--- src/rtl/pwr_seq_pkg.sv ---
package pwr_seq_pkg;
  typedef enum logic [1:0] {
    MODE_SLEEP   = 2'd0,
    MODE_STANDBY = 2'd1,
    MODE_ACTIVE  = 2'd2
  } pwr_mode_e;

  typedef enum logic [2:0] {
    ST_SLEEP,
    ST_STBY,
    ST_ACT,
    ST_UP,
    ST_DN
  } pwr_state_e;
endpackage

--- src/rtl/pwr_pin_sync.sv ---
module pwr_pin_sync #(
  parameter int W = 1
) (
  input  logic         clk,
  input  logic         rst_n,
  input  logic [W-1:0] d_i,
  output logic [W-1:0] lvl_o,
  output logic [W-1:0] rise_o,
  output logic [W-1:0] fall_o
);
  logic [W-1:0] meta_q, sync_q, last_q;

  always_ff @(posedge clk or negedge rst_n) begin
    if (!rst_n) begin
      meta_q <= '0;
      sync_q <= '0;
      last_q <= '0;
    end else begin
      meta_q <= d_i;
      sync_q <= meta_q;
      last_q <= sync_q;
    end
  end

  assign lvl_o  = sync_q;
  assign rise_o = sync_q & ~last_q;
  assign fall_o = ~sync_q & last_q;
endmodule

--- src/rtl/pwr_seq_stepper.sv ---
module pwr_seq_stepper #(
  parameter int SLOT_W = 2,
  parameter int DLY_W  = 8,
  parameter int LAST   = 3
) (
  input  logic              clk,
  input  logic              rst_n,
  input  logic              start_i,
  input  logic              up_i,
  input  logic [DLY_W-1:0]  dly_i,
  output logic              fire_o,
  output logic [SLOT_W-1:0] slot_o,
  output logic              last_o
);
  localparam logic [SLOT_W-1:0] TOP = SLOT_W'(LAST);

  logic              run_q, up_q, at_end;
  logic [SLOT_W-1:0] cur_q;
  logic [DLY_W-1:0]  cnt_q;

  assign fire_o = run_q && (cnt_q == '0);
  assign at_end = up_q ? (cur_q == TOP) : (cur_q == '0);
  assign last_o = fire_o && at_end;
  assign slot_o = cur_q;

  always_ff @(posedge clk or negedge rst_n) begin
    if (!rst_n) begin
      run_q <= 1'b0;
      up_q  <= 1'b0;
      cur_q <= '0;
      cnt_q <= '0;
    end else if (start_i) begin
      run_q <= 1'b1;
      up_q  <= up_i;
      cur_q <= up_i ? '0 : TOP;
      cnt_q <= '0;
    end else if (run_q) begin
      if (cnt_q == '0) begin
        if (at_end) begin
          run_q <= 1'b0;
        end else begin
          cur_q <= up_q ? cur_q + 1'b1 : cur_q - 1'b1;
          cnt_q <= dly_i;
        end
      end else begin
        cnt_q <= cnt_q - 1'b1;
      end
    end
  end

  AST_SLOT_HELD_IN_WAIT: assert property (@(posedge clk) disable iff (!rst_n)
    (run_q && cnt_q != '0 && !start_i) |=> $stable(cur_q));
endmodule

--- src/rtl/pwr_seq_ctrl.sv ---
module pwr_seq_ctrl
  import pwr_seq_pkg::*;
#(
  parameter int N_RAIL  = 4,
  parameter int SLOT_W  = (N_RAIL > 1) ? $clog2(N_RAIL) : 1,
  parameter int DLY_W   = 8,
  parameter int DEF_DLY = 3
) (
  input  logic                     clk,
  input  logic                     rst_n,
  input  logic                     wake_i,
  input  logic [N_RAIL-1:0]        req_i,
  input  logic                     cmd_active_i,
  input  logic                     cmd_standby_i,
  input  logic                     therm_sd_i,
  input  logic                     in_uvlo_i,
  input  logic                     pos_uv_i,
  input  logic                     neg_uv_i,
  input  logic                     cfg_we_i,
  input  logic [N_RAIL*SLOT_W-1:0] cfg_slot_i,
  input  logic [DLY_W-1:0]         cfg_dly_i,
  output logic [N_RAIL-1:0]        rail_en_o,
  output logic [1:0]               mode_o,
  output logic                     reg_rst_o
);
  localparam int CFG_W = N_RAIL * SLOT_W;
  localparam logic [DLY_W-1:0] DLY_RST = DLY_W'(DEF_DLY);

  function automatic logic [CFG_W-1:0] slot_defaults();
    logic [CFG_W-1:0] v;
    for (int i = 0; i < N_RAIL; i++) v[i*SLOT_W +: SLOT_W] = SLOT_W'(i);
    return v;
  endfunction
  localparam logic [CFG_W-1:0] SLOT_RST = slot_defaults();

  pwr_state_e state_q, state_d;
  logic [N_RAIL-1:0] rail_q, rail_d, mask_q, mask_d, sel;
  logic [CFG_W-1:0]  slot_q;
  logic [DLY_W-1:0]  dly_q;
  logic act_q, stby_q, rst_pulse_q, fault;
  logic go_up, go_dn, fire, last_step;
  logic [SLOT_W-1:0] step_slot;
  logic [N_RAIL:0] p_lvl, p_rise, p_fall;
  logic wake_lvl, wake_rise, wake_fall;
  logic [N_RAIL-1:0] req_lvl, req_rise, req_fall;

  pwr_pin_sync #(.W(N_RAIL + 1)) u_sync (
    .clk(clk), .rst_n(rst_n), .d_i({wake_i, req_i}),
    .lvl_o(p_lvl), .rise_o(p_rise), .fall_o(p_fall)
  );
  assign {wake_lvl, req_lvl}   = p_lvl;
  assign {wake_rise, req_rise} = p_rise;
  assign {wake_fall, req_fall} = p_fall;

  pwr_seq_stepper #(.SLOT_W(SLOT_W), .DLY_W(DLY_W), .LAST(N_RAIL - 1)) u_step (
    .clk(clk), .rst_n(rst_n), .start_i(go_up || go_dn), .up_i(go_up),
    .dly_i(dly_q), .fire_o(fire), .slot_o(step_slot), .last_o(last_step)
  );

  for (genvar g = 0; g < N_RAIL; g++) begin : g_sel
    assign sel[g] = (slot_q[g*SLOT_W +: SLOT_W] == step_slot);
  end

  assign fault = therm_sd_i | in_uvlo_i | pos_uv_i | neg_uv_i;

  always_comb begin
    state_d = state_q;
    rail_d  = rail_q;
    mask_d  = mask_q;
    go_up   = 1'b0;
    go_dn   = 1'b0;
    unique case (state_q)
      ST_SLEEP: if (wake_rise) begin
        if (|req_lvl && !fault) begin
          state_d = ST_UP;
          go_up   = 1'b1;
          mask_d  = req_lvl;
        end else begin
          state_d = ST_STBY;
        end
      end
      ST_STBY: begin
        if (wake_fall || !wake_lvl) begin
          state_d = ST_SLEEP;
        end else if (!fault) begin
          if (|req_rise) begin
            state_d = ST_ACT;
            rail_d  = req_rise;
          end else if (act_q) begin
            state_d = ST_UP;
            go_up   = 1'b1;
            mask_d  = '1;
          end
        end
      end
      ST_ACT: begin
        if (fault || stby_q || !wake_lvl) begin
          state_d = ST_DN;
          go_dn   = 1'b1;
        end else begin
          rail_d = (rail_q | req_rise) & ~req_fall;
          if (rail_d == '0) state_d = ST_STBY;
        end
      end
      ST_UP: begin
        if (fault || stby_q || !wake_lvl) begin
          state_d = ST_DN;
          go_dn   = 1'b1;
        end else if (fire) begin
          rail_d = rail_q | (sel & mask_q);
          if (last_step) state_d = ST_ACT;
        end
      end
      ST_DN: if (fire) begin
        rail_d = rail_q & ~sel;
        if (last_step) state_d = wake_lvl ? ST_STBY : ST_SLEEP;
      end
      default: state_d = ST_SLEEP;
    endcase
  end

  always_ff @(posedge clk or negedge rst_n) begin
    if (!rst_n) begin
      state_q     <= ST_SLEEP;
      rail_q      <= '0;
      mask_q      <= '0;
      act_q       <= 1'b0;
      stby_q      <= 1'b0;
      rst_pulse_q <= 1'b0;
      slot_q      <= SLOT_RST;
      dly_q       <= DLY_RST;
    end else begin
      state_q     <= state_d;
      rail_q      <= rail_d;
      mask_q      <= mask_d;
      act_q       <= cmd_active_i && (state_q != ST_SLEEP);
      stby_q      <= cmd_standby_i && (state_q != ST_SLEEP);
      rst_pulse_q <= (state_d == ST_SLEEP) && (state_q != ST_SLEEP);
      if (state_q == ST_SLEEP) begin
        slot_q <= SLOT_RST;
        dly_q  <= DLY_RST;
      end else if (cfg_we_i) begin
        slot_q <= cfg_slot_i;
        dly_q  <= cfg_dly_i;
      end
    end
  end

  assign rail_en_o = rail_q;
  assign reg_rst_o = rst_pulse_q;
  assign mode_o    = (state_q == ST_SLEEP) ? MODE_SLEEP :
                     (state_q == ST_STBY)  ? MODE_STANDBY : MODE_ACTIVE;

  AST_SLEEP_RAILS_OFF: assert property (@(posedge clk) disable iff (!rst_n)
    (mode_o == MODE_SLEEP) |-> (rail_en_o == '0));
  AST_STBY_RAILS_OFF: assert property (@(posedge clk) disable iff (!rst_n)
    (mode_o == MODE_STANDBY) |-> (rail_en_o == '0));
  AST_FAULT_NO_RAISE: assert property (@(posedge clk) disable iff (!rst_n)
    fault |=> ((rail_en_o & ~$past(rail_en_o)) == '0));
  AST_DOWN_NO_RAISE: assert property (@(posedge clk) disable iff (!rst_n)
    (state_q == ST_DN) |=> ((rail_en_o & ~$past(rail_en_o)) == '0));
  AST_CFG_DEFAULT: assert property (@(posedge clk) disable iff (!rst_n)
    (state_q == ST_SLEEP && $past(state_q) == ST_SLEEP) |-> (slot_q == SLOT_RST && dly_q == DLY_RST));
  AST_RST_PULSE_SLEEP: assert property (@(posedge clk) disable iff (!rst_n)
    reg_rst_o |-> (mode_o == MODE_SLEEP && $past(mode_o) != MODE_SLEEP));
endmodule

--- config.mk ---
export PLATFORM = sky130hd
export DESIGN_NAME = pwr_seq_ctrl
export DESIGN_NICKNAME = d
export VERILOG_FILES = /design/src/rtl/pwr_seq_pkg.sv /design/src/rtl/pwr_pin_sync.sv /design/src/rtl/pwr_seq_stepper.sv /design/src/rtl/pwr_seq_ctrl.sv
export SDC_FILE = /design/constraint.sdc
export NUM_CORES = 1
export LEC_CHECK = 0
export BUFFER_PORTS_ARGS = -buffer_cell sky130_fd_sc_hd__buf_2
export CAP_MARGIN = 30
export CORE_ASPECT_RATIO = 1.75
export CORE_MARGIN = 2
export CORE_UTILIZATION = 55
export CTS_BUF_LIST = sky130_fd_sc_hd__clkbuf_16
export DETAILED_ROUTE_END_ITERATION = 10
export GPL_TIMING_DRIVEN = 0
export PLACE_DENSITY = 0.76
export SKIP_CTS_REPAIR_TIMING = 1
export SLEW_MARGIN = 20
export SYNTH_ARGS = -nofsm -noshare
export SYNTH_HDL_FRONTEND = slang
export SYNTH_HIERARCHICAL = 1
export SYNTH_SLANG_ARGS = --single-unit
--- constraint.sdc ---
create_clock -name clk -period 3.4 [get_ports clk]
set_input_delay 0.68 -clock clk [delete_from_list [all_inputs] [get_ports clk]]
set_output_delay 0.68 -clock clk [all_outputs]
set_load 0.03 [all_outputs]
After elaboration in Yosys (flattened, before gate mapping)
Index checks and enable logic that the tools add are counted.
Storage, ports and cells
  word-level logic and storage cells: 144
  input port bits: 30
  register bits after elaboration: 57
Cells by class
  equal/unequal tests: 22
  bitwise operators: 14
  reductions and logical operators: 30
  multiplexer cells: 60
  $add $sub $neg: 3
Operators with widths (count)
  $mux 8: 8
  $mux 4: 13
  $mux 3: 12
  $mux 2: 9
  $ne 2x2->1 const B: 9
  $pmux 4 s4: 1
  $pmux 3 s5: 1
  $mux 1: 14
  $and 4x4->4: 3
  $and 5x5->5: 2
  $not 5->5: 2
  $eq 2x2->1: 4
  $logic_not 8->1: 1
  $not 4->4: 2
  $or 4x4->4: 2
  $pmux 4 s2: 1
  $reduce_and 8->1: 1
  $reduce_bool 2->1: 4
  $reduce_or 4->1: 2
  $sub 8x1->8 const B: 1
  $reduce_and 7->1: 1
  $eq 3x2->1 const B: 2
  $logic_and 1x1->1: 6
  $logic_not 3->1: 2
  other kinds (18): 26

Logic depth before layout (Yosys ltp)
  word-level depth: 11
  depth in mapped cells: 9

Modules after synthesis
The synthesis kept the hierarchy.
Modules (own cells, without submodules)
  pwr_seq_ctrl: cells each 176, area each 1786.7 um^2, times used 1
  pwr_seq_stepper: cells each 95, area each 832.0 um^2, times used 1
  pwr_pin_sync: cells each 25, area each 462.9 um^2, times used 1

Least setup slack after synthesis
No wires, ideal clock.
  kind: register -> register
  from: reg state_q[2]
  to: reg u_step.cnt_q[4]
  arrival time: 2.717 ns
  stages on the path, launching flop included: 9
  clock period less this slack: 2.839 ns
  setup slack: 0.561 ns
  cell sequence: dfrtp_1 > buf_2 > nor3b_1 > nand4_1 > a21oi_1 > nand2b_1 > buf_6 > clkinv_1 > a32o_1
On the way
  elaborated cells on any way between the ends: 12
  those cells by class: eq/ne: 4; mux: 3; reduce/logical: 5
RTL lines
  start: declaration: RTL line pwr_seq_ctrl.sv:36  | pwr_state_e state_q, state_d;
  start signal: assignment: RTL line pwr_seq_ctrl.sv:133  | state_q <= state_d;
  $eq 3x1->1 / $logic_not 3->1 (equally long branches): RTL line pwr_seq_ctrl.sv:72  | unique case (state_q)
  $pmux 1 s2 *: RTL line pwr_seq_ctrl.sv:72
  named net go_up: RTL line pwr_seq_ctrl.sv:41  | logic go_up, go_dn, fire, last_step;
  $logic_or 1x1->1 *: RTL line pwr_seq_ctrl.sv:56  | .clk(clk), .rst_n(rst_n), .start_i(go_up || go_dn), .up_i(go_up),
  $ne 3x2->1 (no source line) / $reduce_bool 2->1 (equally long branches)
  $reduce_and 2->1 (no source line)
  end signal: assignment: RTL line pwr_seq_stepper.sv:43  | cnt_q <= dly_i;
  end signal: assignment: RTL line pwr_seq_stepper.sv:46  | cnt_q <= cnt_q - 1'b1;
  end: declaration: RTL line pwr_seq_stepper.sv:19  | logic [DLY_W-1:0] cnt_q;
The timed path passes the listed nets; every way through them passes the cells marked *.
A chain may end at the register's enable or synchronous reset.

Worst setup path after layout
  from: reg u_sync.sync_q[2], in the netlist u_sync/lvl_o[2]
  to: reg u_step.cnt_q[4]
On the way
  longest elaborated chain between the ends: 9
  elaborated cells on any way between the ends: 15
  those cells by class: eq/ne: 1; mux: 7; bitwise: 1; reduce/logical: 6
Ends and longest elaborated chain
  start: declaration: RTL line pwr_pin_sync.sv:11  | logic [W-1:0] meta_q, sync_q, last_q;
  start signal: assignment: RTL line pwr_pin_sync.sv:20  | sync_q <= meta_q;
  $and 5x5->5 *: RTL line pwr_pin_sync.sv:26  | assign rise_o = sync_q & ~last_q;
  named net p_rise[2]: RTL line pwr_seq_ctrl.sv:43  | logic [N_RAIL:0] p_lvl, p_rise, p_fall;
  $reduce_or 4->1 *: RTL line pwr_seq_ctrl.sv:86  | if (|req_rise) begin
  $mux 1 *: RTL line pwr_seq_ctrl.sv:86
  $mux 1 *: RTL line pwr_seq_ctrl.sv:85  | end else if (!fault) begin
  $mux 1 *: RTL line pwr_seq_ctrl.sv:83  | if (wake_fall || !wake_lvl) begin
  $pmux 1 s2 *: RTL line pwr_seq_ctrl.sv:72
  named net go_up: RTL line pwr_seq_ctrl.sv:41
  $logic_or 1x1->1 *: RTL line pwr_seq_ctrl.sv:56
  $ne 3x2->1 (no source line) / $reduce_bool 2->1 (equally long branches)
  $reduce_and 2->1 (no source line)
Marked as above.

==> impl_metrics.ini <==
[floorplan]
dieArea_sq_um = 6240
die_height_microns = 103
rows = 36
fp.dieW_microns = 60.6
num_io_pins = 37
start_util_pct = 56.1
core_area_sq_um = 5500

[run_status]
status = finished clean

[timing]
fmax_mhz = 335
fin_crit_sh_pct = 87.9
fin_crit_ns = 2.99
tightest_slew_ns = 0.700
layout_setup_ws_ns = 0.412
setup_tns_ns = 0
setup_viol_count_final = 0
rsz0062_at_grt = false
hold_viol_final = 0
slew_violations = 0
relSlewSlack_pct = 52.9
clock_skew_ns = 0.00471

[power]
power.density_nw_per_um2 = 707
leakagePower_nw = 1.65
p_int_mw = 1.69
switching_share_pct = 34.6
power_frac_seq_pct = 38.4
pwr-share-clk_pct = 33.2
switchingPower_mw = 0.895
vdd_drop_max_v = 0.000473
finalPower_mw = 2.58
p_comb_share_pct = 28.4

[yosys]
ys_seq_area_share_pct = 46.5
synth_nets = 328
syn-mean-instance-area_sq_um = 10.4
yosys_register_bits = 57
netlist_instances = 296
synth.cell_area_sq_um = 3080
synth-main-ff-cell = dfrtp_1
async_reset_ff_share_pct = 100
synth_edf_count = 0
synth_warnings = 6
synth_cell_types = 58

[hold_path]
hp-start = u_sync/meta_q[1]$_DFF_PN0_
min_to = u_sync/lvl_o[1]$_DFF_PN0_
hold_depth = 0
hold_path_class = register to register

[critical_path]
reg2reg_from = u_sync/lvl_o[2]$_DFF_PN0_
rr_endpoint = u_step/cnt_q[4]$_DFFE_PN0P_
reg2reg_slack_ns = 0.41
r2r_cells = 8
worstPathArrival_ns = 3.20
cp.required_ns = 3.61
crit_slowest_cell = a21oi_1
max_stage_delay_ns = 0.56
cp_cell_sequence = and2b_2 > nor4_2 > nand4_1 > a21oi_1 > nand2b_1 > buf_6 > clkinv_1 > a32o_1
cp-end-kind = register
cp_max_fo = 10
cp-start-kind = register
criticalPathCategory = register to register

[global_routing]
grt_use_total_pct = 26.8
grt_max_degree = 58
antenna_found_initial = 0
grt_pass1_vias = 2624
grt_overflow = 0
grt_pass1_wl_microns = 12100

[layout]
seq_area_sq_um = 1430
antenna_cells = 0
drive_above_1_share_pct = 25.3
mostFrequentLayoutCells = dfrtp_1 (51), buf_2 (36), nor2_1 (24)
multi_input_area_sq_um = 1570
final_common_cell = dfrtp_1
final_nets = 375
fillers = 469
syn2layout_area_growth_pct = 18.6

[routing]
drt-pass1-iter-count = 5
vias = 2502
post_drt_wl_per_cell_microns = 17.8
drc = 0
via_per_inst = 5.90
totalWireLength_microns = 7560
antenna_left = 0
drt_iter0_markers = 97

[place]
dpl.hpwl_microns = 5460
portBuffers = 35
place_ws_ns = 0.299
gp_congestion = 0.963

[cts]
clock_latency_ns = 0.33
cts_num_sinks = 57
root_buffer = clkbuf_16
htree_levels = 3
numCtsBuffers = 9
clkTransAtPathRegs_ns = 0.05
cts_tree = done
clk_path_buf_depth = 2

[job]
cap_viol_max_count = 0
cells by family after synthesis:
kind of cell	count (synthesis)	synth area share, %
AND/OR/NAND/NOR	133	25.9
flip-flops	57	46.5
AO/OA/AOI/OAI	55	13.9
multiplexers	23	7.71
buffers and inverters	17	2.60
XOR/XNOR	9	2.56
adder cells (fa/ha/maj)	2	0.812
state kept, by name (all words and copies together), names as in the netlist, 2 cells and up:
name,flops
dly_q,8
mask_q,4
rail_en_o,4
slot_q,8
state_q,3
u_step/cnt_q,8
u_step/slot_o,2
u_sync/last_q,5
u_sync/lvl_o,5
u_sync/meta_q,5
synth_stat cells, drive strengths merged (7+ instances only):
cell / number / area [sq um]
nor2: 24 / 90.1
mux2i: 17 / 170
o21ai: 10 / 50.1
a211oi: 7 / 52.6
nand3: 12 / 60.1
dfrtp: 51 / 1280
and2b: 10 / 87.6
or3: 10 / 70.1
nor4: 9 / 62.6
xor2: 8 / 70.1
clkbuf: 8 / 30.0
nand2: 20 / 75.1
nand2b: 11 / 68.8
power groups by stage:
stage	Clock [mW]	Sequential (mW)	Combinational, mW
after floorplan	0	0.995	0.502
after global placement	0	0.992	0.706
after detailed placement	0	0.997	0.723
after CTS	0.870	0.988	0.730
after global routing	0.897	1.01	0.820
final	0.857	0.993	0.733
critical path, delay by kind of cell, from the launching register on:
kind / cells / cell delay (ns)
AO/OA/AOI/OAI: 2 / 0.89
buffers and inverters: 2 / 0.39
flip-flops: 1 / 0.45
AND/OR/NAND/NOR: 4 / 1.12
through the flow:
step	hold WS (ns)	instances	util, %	cell area [sq um]
final	0.341	424	66.5	3650
after global routing	0.354	424	66.5	3650
after CTS	0.343	424	66.4	3650
after detailed placement	0.335	408	61.1	3360
after global placement	0.333	407	61.0	3350
after floorplan	0.331	296	-	3080
worst max path at each step:
stage / startpoint / slack [ns] / depth (start not counted) / to
detailed placement: u_sync/lvl_o[2]$_DFF_PN0_ / 0.30 / 8 / u_step/cnt_q[4]$_DFFE_PN0P_
CTS: u_sync/lvl_o[2]$_DFF_PN0_ / 0.25 / 8 / u_step/cnt_q[4]$_DFFE_PN0P_
finish: u_sync/lvl_o[2]$_DFF_PN0_ / 0.41 / 8 / u_step/cnt_q[4]$_DFFE_PN0P_
global route: u_sync/lvl_o[2]$_DFF_PN0_ / 0.22 / 9 / u_step/cnt_q[7]$_DFFE_PN0P_
global placement: u_sync/lvl_o[2]$_DFF_PN0_ / 0.34 / 8 / u_step/cnt_q[4]$_DFFE_PN0P_
floorplan: state_q[2]$_DFF_PN0_ / 0.56 / 8 / u_step/cnt_q[4]$_DFFE_PN0P_
layer usage:
metal  wire length [microns]  track usage [%]  part of all wire (%)  vias to the layer above
met2                    4170             47.3                    55                       66
met3                     211             6.27                   2.8                       29
li1                        -                -                     -                     1192
met1                    2790             27.4                    37                     1215
met4                     397             16.4                   5.2                        0
met5                       0                0                     0                        -
layout make-up:
class / count / share of cell area [%]
repair buffers: 36 / 5.00
plain buffers: 12 / 1.68
clock inverters: 7 / 1.71
clock buffers: 9 / 6.16
well taps: 76 / 2.60
multi-input cells: 222 / 43.1
flip-flops and latches: 57 / 39.2
inverters: 5 / 0.514
Power figures use the tool's default switching activity.
